<file path="src/rtl/vdma_pkg.sv">
package vdma_pkg;
  typedef enum logic [1:0] {MODE_HOST = 2'b00, MODE_FILL = 2'b01, MODE_COPY = 2'b10} mode_e;
  typedef enum logic [1:0] {TGT_VRAM = 2'b00, TGT_CRAM = 2'b01, TGT_VSRAM = 2'b10} tgt_e;
  typedef enum logic [1:0] {ST_IDLE, ST_WAIT, ST_RUN} state_e;
endpackage

</file>
<file path="src/rtl/vdma_len_ctr.sv">
module vdma_len_ctr #(
  parameter int W = 16
) (
  input  logic         clk_i,
  input  logic         rst_ni,
  input  logic         load_i,
  input  logic [W-1:0] load_val_i,
  input  logic         step_i,
  input  logic         clear_i,
  output logic [W-1:0] cnt_o,
  output logic         last_o
);
  localparam logic [W-1:0] ONE = W'(1);

  // decrement-then-test: the step that leaves zero behind is the last one
  assign last_o = (cnt_o == ONE);

  always_ff @(posedge clk_i or negedge rst_ni) begin
    if (!rst_ni)      cnt_o <= '0;
    else if (load_i)  cnt_o <= load_val_i;
    else if (clear_i) cnt_o <= '0;
    else if (step_i)  cnt_o <= cnt_o - ONE;
  end


  zero_wraps_chk: assert property (@(posedge clk_i) disable iff (!rst_ni)
    (step_i && !clear_i && !load_i && cnt_o == '0) |=> cnt_o == '1);
endmodule

</file>
<file path="src/rtl/vdma_src_ctr.sv">
module vdma_src_ctr #(
  parameter int W      = 23,
  parameter int WRAP_W = 16
) (
  input  logic         clk_i,
  input  logic         rst_ni,
  input  logic         load_i,
  input  logic [W-1:0] load_val_i,
  input  logic         step_i,
  output logic [W-1:0] src_o
);
  localparam int HI_W = W - WRAP_W;

  logic [WRAP_W-1:0] lo_nxt;
  assign lo_nxt = src_o[WRAP_W-1:0] + WRAP_W'(1);

  always_ff @(posedge clk_i or negedge rst_ni) begin
    if (!rst_ni)     src_o <= '0;
    else if (load_i) src_o <= load_val_i;
    else if (step_i) src_o <= {src_o[W-1:WRAP_W], lo_nxt};
  end


  src_hi_fixed_chk: assert property (@(posedge clk_i) disable iff (!rst_ni)
    (step_i && !load_i) |=> src_o[W-1:WRAP_W] == $past(src_o[W-1:WRAP_W]));

  if (HI_W < 1) begin : g_bad
    initial $display("vdma_src_ctr: W must exceed WRAP_W");
  end
endmodule

</file>
<file path="src/rtl/vdma_dst_ctr.sv">
module vdma_dst_ctr #(
  parameter int W     = 16,
  parameter int INC_W = 8
) (
  input  logic             clk_i,
  input  logic             rst_ni,
  input  logic             load_i,
  input  logic [W-1:0]     load_val_i,
  input  logic [INC_W-1:0] inc_i,
  input  logic             step_i,
  output logic [W-1:0]     dst_o
);
  logic [INC_W-1:0] inc_q;

  always_ff @(posedge clk_i or negedge rst_ni) begin
    if (!rst_ni) begin
      dst_o <= '0;
      inc_q <= '0;
    end else if (load_i) begin
      dst_o <= load_val_i;
      inc_q <= inc_i;
    end else if (step_i) begin
      dst_o <= dst_o + W'(inc_q);
    end
  end


  dst_step_chk: assert property (@(posedge clk_i) disable iff (!rst_ni)
    (step_i && !load_i) |=> dst_o == W'($past(dst_o) + W'($past(inc_q))));
endmodule

</file>
<file path="src/rtl/vram_dma_engine.sv">
module vram_dma_engine
  import vdma_pkg::*;
#(
  parameter int LEN_W       = 16,
  parameter int SRC_W       = 23,
  parameter int WRAP_W      = 16,
  parameter int ADDR_W      = 16,
  parameter int INC_W       = 8,
  parameter int DATA_W      = 16,
  parameter int BYTE_W      = 8,
  parameter int CRAM_DEPTH  = 64,
  parameter int VSRAM_DEPTH = 40
) (
  input  logic              clk_i,
  input  logic              rst_ni,
  input  logic              start_i,
  input  logic [1:0]        mode_i,
  input  logic [1:0]        target_i,
  input  logic [LEN_W-1:0]  len_i,
  input  logic [SRC_W-1:0]  src_i,
  input  logic [ADDR_W-1:0] dst_i,
  input  logic [INC_W-1:0]  inc_i,
  input  logic              data_wr_i,
  input  logic [DATA_W-1:0] data_i,
  output logic              host_rd_o,
  output logic [SRC_W-1:0]  host_addr_o,
  input  logic [DATA_W-1:0] host_data_i,
  output logic              bus_req_o,
  output logic              vram_rd_o,
  output logic [ADDR_W-1:0] vram_rd_addr_o,
  input  logic [BYTE_W-1:0] vram_rd_data_i,
  output logic              mem_we_o,
  output logic [1:0]        mem_sel_o,
  output logic              mem_byte_o,
  output logic [ADDR_W-1:0] mem_addr_o,
  output logic [DATA_W-1:0] mem_wdata_o,
  output logic              busy_o,
  output logic [LEN_W-1:0]  len_o,
  output logic [SRC_W-1:0]  src_o
);
  localparam int IDX_W = ADDR_W - 1;
  localparam logic [IDX_W-1:0] CRAM_LAST  = IDX_W'(CRAM_DEPTH - 1);
  localparam logic [IDX_W-1:0] VSRAM_LAST = IDX_W'(VSRAM_DEPTH - 1);

  state_e            state_q;
  mode_e             mode_q;
  tgt_e              tgt_q;
  logic [BYTE_W-1:0] fill_q;
  logic [ADDR_W-1:0] dst_q;
  logic              accept, run, len_last, small_full, done;
  logic [IDX_W-1:0]  idx;
  logic [DATA_W-BYTE_W-1:0] unused_data_lo;

  assign unused_data_lo = data_i[DATA_W-BYTE_W-1:0];
  assign accept = (state_q == ST_IDLE) && start_i && (mode_i != 2'b11);
  assign run    = (state_q == ST_RUN);
  assign idx    = dst_q[ADDR_W-1:1];

  // short memories end the transfer once their last entry is written
  assign small_full = (mode_q == MODE_HOST) &&
                      (((tgt_q == TGT_CRAM)  && (idx >= CRAM_LAST)) ||
                       ((tgt_q == TGT_VSRAM) && (idx >= VSRAM_LAST)));
  assign done = run && (len_last || small_full);

  always_ff @(posedge clk_i or negedge rst_ni) begin
    if (!rst_ni) begin
      state_q <= ST_IDLE;
      mode_q  <= MODE_HOST;
      tgt_q   <= TGT_VRAM;
      fill_q  <= '0;
    end else begin
      unique case (state_q)
        ST_IDLE: if (accept) begin
          mode_q  <= mode_e'(mode_i);
          tgt_q   <= tgt_e'(target_i);
          state_q <= (mode_e'(mode_i) == MODE_FILL) ? ST_WAIT : ST_RUN;
        end
        ST_WAIT: if (data_wr_i) begin
          fill_q  <= data_i[DATA_W-1:DATA_W-BYTE_W];
          state_q <= ST_RUN;
        end
        ST_RUN: if (done) state_q <= ST_IDLE;
        default: state_q <= ST_IDLE;
      endcase
    end
  end

  vdma_len_ctr #(.W(LEN_W)) u_len (
    .clk_i, .rst_ni,
    .load_i(accept), .load_val_i(len_i),
    .step_i(run), .clear_i(done),
    .cnt_o(len_o), .last_o(len_last)
  );

  vdma_src_ctr #(.W(SRC_W), .WRAP_W(WRAP_W)) u_src (
    .clk_i, .rst_ni,
    .load_i(accept), .load_val_i(src_i),
    .step_i(run), .src_o(src_o)
  );

  vdma_dst_ctr #(.W(ADDR_W), .INC_W(INC_W)) u_dst (
    .clk_i, .rst_ni,
    .load_i(accept), .load_val_i(dst_i), .inc_i(inc_i),
    .step_i(run), .dst_o(dst_q)
  );

  assign busy_o         = (state_q != ST_IDLE);
  assign bus_req_o      = busy_o && (mode_q == MODE_HOST);
  assign host_rd_o      = run && (mode_q == MODE_HOST);
  assign host_addr_o    = src_o;
  assign vram_rd_o      = run && (mode_q == MODE_COPY);
  assign vram_rd_addr_o = src_o[ADDR_W-1:0];
  assign mem_we_o       = run;
  assign mem_addr_o     = dst_q;
  assign mem_sel_o      = (mode_q == MODE_HOST) ? tgt_q : TGT_VRAM;
  assign mem_byte_o     = (mode_q != MODE_HOST);

  always_comb begin
    unique case (mode_q)
      MODE_FILL: mem_wdata_o = DATA_W'(fill_q);
      MODE_COPY: mem_wdata_o = DATA_W'(vram_rd_data_i);
      default:   mem_wdata_o = host_data_i;
    endcase
  end


  byte_no_stall_chk: assert property (@(posedge clk_i) disable iff (!rst_ni)
    (mem_we_o && mem_byte_o) |-> !bus_req_o);

  fill_hold_chk: assert property (@(posedge clk_i) disable iff (!rst_ni)
    (state_q == ST_WAIT) |-> (!mem_we_o && !bus_req_o));

  end_len_zero_chk: assert property (@(posedge clk_i) disable iff (!rst_ni)
    $fell(busy_o) |-> (len_o == '0 && !bus_req_o));

  cram_stop_chk: assert property (@(posedge clk_i) disable iff (!rst_ni)
    (mem_we_o && !mem_byte_o && mem_sel_o == TGT_CRAM && mem_addr_o[ADDR_W-1:1] >= CRAM_LAST)
    |=> !busy_o);

  start_busy_ignored_chk: assert property (@(posedge clk_i) disable iff (!rst_ni)
    (busy_o && start_i && mem_we_o) |=> (len_o == $past(len_o) - LEN_W'(1)) || !busy_o);
endmodule

</file>
<file path="config.mk">
export PLATFORM = sky130hd
export DESIGN_NAME = vram_dma_engine
export DESIGN_NICKNAME = d
export VERILOG_FILES = /design/src/rtl/vdma_pkg.sv /design/src/rtl/vdma_len_ctr.sv /design/src/rtl/vdma_src_ctr.sv /design/src/rtl/vdma_dst_ctr.sv /design/src/rtl/vram_dma_engine.sv
export SDC_FILE = /design/constraint.sdc
export NUM_CORES = 1
export LEC_CHECK = 0
export BUFFER_PORTS_ARGS = -buffer_cell sky130_fd_sc_hd__clkbuf_2
export CAP_MARGIN = 20
export CORE_MARGIN = 2
export CORE_UTILIZATION = 45
export CTS_BUF_LIST = sky130_fd_sc_hd__clkbuf_4
export DETAILED_ROUTE_END_ITERATION = 7
export GPL_TIMING_DRIVEN = 0
export PLACE_DENSITY_LB_ADDON = 0.2
export SLEW_MARGIN = 30
export SYNTH_ARGS = -nofsm -noshare
export SYNTH_HDL_FRONTEND = slang
export SYNTH_SLANG_ARGS = --single-unit
</file>
<file path="constraint.sdc">
create_clock -name clk_i -period 2.7 [get_ports clk_i]
set_clock_uncertainty 0.05 [all_clocks]
set_input_delay 0.27 -clock clk_i [delete_from_list [all_inputs] [get_ports clk_i]]
set_output_delay 0.27 -clock clk_i [all_outputs]
set_load 0.01 [all_outputs]
</file>
-- Yosys cells after proc, flatten, opt, wreduce, memory -nomap -nowiden
Cells that the tools add are included.
- add/sub/neg operators: 3
- order comparisons: 2
- equality and inequality tests: 12
- muxes and demuxes: 14
- reductions and logical operators: 20
- operators by type and width (kind ; count):
    $mux 16 ; 6
    $pmux 16 s2 ; 1
    $ge 15x6->1 const B ; 2
    $mux 23 ; 1
    $add 16x1->16 const B ; 1
    $add 16x8->16 ; 1
    $eq 16x1->1 const B ; 1
    $sub 16x1->16 const B ; 1
    $mux 2 ; 5
    $logic_and 1x1->1 ; 9
    $eq 2x1->1 const B ; 4
    $eq 2x2->1 const B ; 3
    $ne 2x2->1 const B ; 3
    $pmux 2 s3 ; 1
    $reduce_bool 2->1 ; 3
    $logic_not 2->1 ; 2
    $reduce_and 2->1 ; 2
    $reduce_and 3->1 ; 1
    $reduce_bool 3->1 ; 1
    $logic_or 1x1->1 ; 2
    $ne 2x1->1 const B ; 1
- flip-flop bits (word level): 77
- bits of input ports: 111
- output and inout bits: 118
- word-level logic and storage cells: 60

-- Depth between registers and ports, before layout
- word-level depth: 8
- depth in mapped cells: 9
- mapped depth without buffers: 9

-- Modules after synthesis
A second synthesis with hierarchy kept.
- cell total of the unflattened synthesis: 507
- area, all modules: 4844.6 µm²
- modules (own cells, without submodules) (module ; instances ; cells each ; area an instance (µm²) ; seq. area each (µm²)):
    vdma_dst_ctr ; 1 ; 150 ; 1492.7 ; 600.6
    vram_dma_engine ; 1 ; 140 ; 1213.7 ; 350.3
    vdma_src_ctr ; 1 ; 109 ; 1152.4 ; 575.6
    vdma_len_ctr ; 1 ; 108 ; 985.9 ; 400.4

-- Least setup slack after synthesis
No wires, ideal clock.
- path kind: register to register
- start point: reg u_dst.dst_o[0]
- end point: reg u_dst.dst_o[12]
- library setup time: 0.082 ns
- arrival time: 2.041 ns
- required time: 2.568 ns
- slack: 0.527 ns
- cell stages (with the launch flop): 10
- path buffers: 0
- period minus slack after synthesis: 2.173 ns
- cells stage by stage: dfrtp_1 > ha_1 > inv_1 > fa_1 > nor2b_1 > o21ai_0 > a21oi_1 > o21ai_0 > or3_1 > a31oi_1
- word-level cells in the longest chain between the ends: 3
- ends and longest elaborated chain (element ; RTL line ; source):
    start: declaration ; vdma_dst_ctr.sv:11 ; output logic [W-1:0] dst_o
    start signal: assignment ; vdma_dst_ctr.sv:20 ; dst_o <= load_val_i;
    start signal: assignment ; vdma_dst_ctr.sv:23 ; dst_o <= dst_o + W'(inc_q);
    $add 16x8->16 ; vdma_dst_ctr.sv:23 ;
    $mux 16 ; vdma_dst_ctr.sv:22 ; end else if (step_i) begin
    $mux 16 ; vdma_dst_ctr.sv:19 ; end else if (load_i) begin
No other way between the ends. The select of a mux whose other input is x is not followed.
A chain may end at the register's enable or synchronous reset.

-- Worst setup path after layout
- start point: reg state_q[0]
- end point: reg tgt_q[0]
- word-level cells in the longest chain between the ends: 4
- ends and longest elaborated chain (element ; RTL line ; source):
    start: declaration ; vram_dma_engine.sv:45 ; state_e state_q;
    start signal: assignment ; vram_dma_engine.sv:76 ; state_q <= (mode_e'(mode_i) == MODE_FILL) ? ST_WAIT : ST_RUN;
    $logic_not 2->1 * ; vram_dma_engine.sv:55, vram_dma_engine.sv:72 ;
    $logic_and 1x1->1 (2 in series) ; vram_dma_engine.sv:55 ; assign accept = (state_q == ST_IDLE) && start_i && (mode_i != 2'b11);
    $reduce_and 2->1 (no line) * ; - ;
    end signal: assignment ; vram_dma_engine.sv:75 ; tgt_q <= tgt_e'(target_i);
    end: declaration ; vram_dma_engine.sv:47 ; tgt_e tgt_q;
Mark *: on every way between the ends. The rest lies on a longest branch, timed or not.

==> impl_metrics.toml <==
[status]
outcome = "finished, final reports clean"

[clock_network]
cts-htree-levels = 3
cts-buffers-inserted = 9
cts.path.max_buffers = 2
cts.root.buffer_cell = "sky130_fd_sc_hd__clkbuf_4"
tritoncts = "yes"
sink_count = 77
clk_pin_slew_worst_paths_ns = 0.15
clk_latency_ns = 0.43

[layout]
area_delta_synth_final_pct = 38.8
antenna-diode-count = 0
multi_input_area_sq_um = 2410
ratio_of_cells_with_drive_above_1_in_the_final_layout = 0.368
ff_latch_area_sq_um = 1930
fill_cells = 896
layout.cells.most_common = "sky130_fd_sc_hd__clkbuf_2"
final_nets = 955
final_cell_area_sq_um = 6690
most-common-layout-cells = "sky130_fd_sc_hd__clkbuf_2 (220), sky130_fd_sc_hd__nand2_1 (100), sky130_fd_sc_hd__dfrtp_1 (77), sky130_fd_sc_hd__nor2_1 (44), sky130_fd_sc_hd__dlygate4sd3_1 (44)"

[worst_setup_path]
cp_slowest_cell = "sky130_fd_sc_hd__a21oi_1"
worst-endpoint-required_ns = 3.01
critical_path.startpoint_type = "register"
path_common_cell = "sky130_fd_sc_hd__nand2_1"
path_max_fanout = 10
crit_path_end_kind = "register"
worst_setup_path_startpoint = "state_q[0]$_DFFE_PN0P_"
r2r-start = "state_q[0]$_DFFE_PN0P_"
arrival_ns = 2.80
crit_type = "reg2reg"
cp_max_stage_delay_ns = 0.40
critPathBufInv = 4
critical_path_cell_list = "clkbuf_1 > nor2_1 > nand2_1 > a21oi_1 > buf_6 > buf_2 > buf_1 > nand2_1 > nand2_1"
cpLargestDelayFamily = "buffers and inverters"

[logic_synthesis]
synthesized_net_count = 681
yosys_register_bits = 77
number_of_synthesized_flops_with_an_enable_pin = 0
yosys_warnings = 0
postSynthAreaPerCell_sq_um = 8.68
post_synth_instance_area_sq_um = 4820
postSynthCellCount = 555
dominantRegCellSynth = "sky130_fd_sc_hd__dfrtp_1"
synth.yosys.seq_area_share = 0.400
netlist-cell-type-count = 60
synth_async_sr_flop_share = 1.00

[power]
powerDensity_nw_per_um2 = 1220
p_leak_nw = 3.34
irDropWorstVdd_uv = 577
finalPower_mw = 8.15

[floorplanning]
start_util = 0.465
ioPinCount = 229
die_h_um = 107
die-area_sq_um = 11600
placement_rows = 37
core-area_sq_um = 10400
die_w_um = 107

[placement]
pre_cts_slack_ns = 0.154
placement_cell_area_sq_um = 6100
dp_hpwl_mm = 11.2
gp_congestion = 0.915
placement.io_buffers = 220

[timing]
setup_slack_ns = 0.214
layout_min_cycle_time_ns = 2.49
maxSlewHeadroom = 0.494
worst-slew-pin-transition_ns = 0.753
slew_viol_final = 0
fmaxAchievable_mhz = 402
setup_viol = 0
hold_viol_final = 0
setup_total_negative_slack_ns = 0
final_min_period_over_clock_period = 0.921
hold_ws_ns = 0.0205
grt_setup_unrepaired = "no"

[min_path]
holdCritPathClass = "in2reg"
worstHoldStart = "len_i[7]"

[route]
drt-pass1-iter-count = 5
drc_violation_total_after_the_first_tritonroute_iteration = 295
count_of_vias_placed_by_the_detailed_router = 5060
remaining_design_rule_violation_count = 0
number_of_routed_nets_with_antenna_violations = 0
postRouteWirelength_mm = 15.4
post_drt_via_cell_ratio = 5.22
routed_wire_length_per_instance_um = 15.8

[job]
max_cap_viol_count = 0

[global_routing]
track_usage = 0.265
gr-total-overflow = 0
global_route_wire_length_before_repair_mm = 24.0
grt_start_max_net_pins = 78
initial_antenna_violation_count = 0
via_count_of_the_first_global_routing_pass = 4872
-- cell usage after synthesis, types with 6 or more instances --
| cell | count | share of area |
|---|---|---|
| sky130_fd_sc_hd__a21oi_1 | 27 | 0.028 |
| sky130_fd_sc_hd__a221o_1 | 6 | 0.012 |
| sky130_fd_sc_hd__a22oi_1 | 13 | 0.020 |
| sky130_fd_sc_hd__a31oi_1 | 6 | 0.0078 |
| sky130_fd_sc_hd__buf_4 | 39 | 0.061 |
| sky130_fd_sc_hd__clkbuf_1 | 16 | 0.012 |
| sky130_fd_sc_hd__dfrtp_1 | 77 | 0.40 |
| sky130_fd_sc_hd__ha_1 | 14 | 0.036 |
| sky130_fd_sc_hd__inv_1 | 15 | 0.012 |
| sky130_fd_sc_hd__mux2_2 | 8 | 0.019 |
| sky130_fd_sc_hd__nand2_1 | 100 | 0.078 |
| sky130_fd_sc_hd__nand3_1 | 10 | 0.010 |
| sky130_fd_sc_hd__nor2_1 | 44 | 0.034 |
| sky130_fd_sc_hd__nor2b_1 | 12 | 0.016 |
| sky130_fd_sc_hd__nor3_1 | 22 | 0.023 |
| sky130_fd_sc_hd__o21ai_0 | 30 | 0.031 |
| sky130_fd_sc_hd__or3_1 | 6 | 0.0078 |
| sky130_fd_sc_hd__xnor2_1 | 15 | 0.027 |
| sky130_fd_sc_hd__xor2_1 | 13 | 0.024 |
-- cell families after synthesis --
logic type / count (synthesis) / synth area share
simple gates: 234 / 0.231
compound gates: 113 / 0.154
buf+inv: 79 / 0.103
flops: 77 / 0.400
xor+xnor: 28 / 0.0509
fa+ha+maj: 15 / 0.0405
mux: 9 / 0.0208
-- state kept, by name, summed over array words and instances (netlist names) --
register	cells
fill_q	8
mode_q	2
u_src.src_o	23
tgt_q	2
u_len.cnt_o	16
u_dst.inc_q	8
state_q	2
u_dst.dst_o	16
-- worst paths after layout --
path,to,slack [ns],cells past startpoint
min in group asynchronous,u_len.cnt_o[7]$_DFFE_PN0P_,0.33,2
worst max-delay path,tgt_q[0]$_DFFE_PN0P_,0.21,9
worst min register to register,u_dst.inc_q[2]$_DFFE_PN0P_,0.44,2
worst min-delay path,u_len.cnt_o[7]$_DFFE_PN0P_,0.02,2
worst max register to register,tgt_q[0]$_DFFE_PN0P_,0.21,9
max in group asynchronous,u_dst.dst_o[1]$_DFFE_PN0P_,1.73,2
-- per-layer routing --
layer / share of wire / vias to the layer above / wire length (um) / GRT usage
met4: 0.022 / 0 / 337 / 0.0952
met5: 0 / - / 0 / 0
met2: 0.48 / 224 / 7350 / 0.438
li1: - / 2450 / - / -
met3: 0.079 / 29 / 1220 / 0.0527
met1: 0.42 / 2357 / 6450 / 0.344
-- stage by stage --
stage,util,cells
global placement,0.587,911
global route,0.645,970
detailed placement,0.588,911
finish,0.645,970
CTS,0.644,970
floorplan,-,555
-- worst reg2reg max path: cells and delay by family (launching register included) --
family	cells	cell delay (ns)
compound gates	1	0.40
flops	1	0.39
simple gates	4	0.54
buf+inv	4	1.05
-- layout make-up --
cell class	count	area share
multi-input cells	399	0.360
well taps	136	0.0254
inverters	15	0.00842
repair buffers	264	0.232
plain buffers	63	0.0657
clock buffers	10	0.0112
clock inverters	6	0.00917
flip-flops and latches	77	0.288
-- power by group --
part           total [mW]  switching, mW  internal [mW]
Clock               0.730          0.438          0.292
Combinational        5.01           2.73           2.28
Sequential           2.41          0.701           1.71
Total                8.15           3.87           4.28
-- timing repair --
item / in CTS / in global routing
hold endpoints to repair: 120 / 0
hold buffers: 44 / 0
resized for setup: 2 / 2
setup endpoints to repair: 3 / 2
setup buffers: 0 / 0
Note: power is estimated with default switching activity, not from simulation.
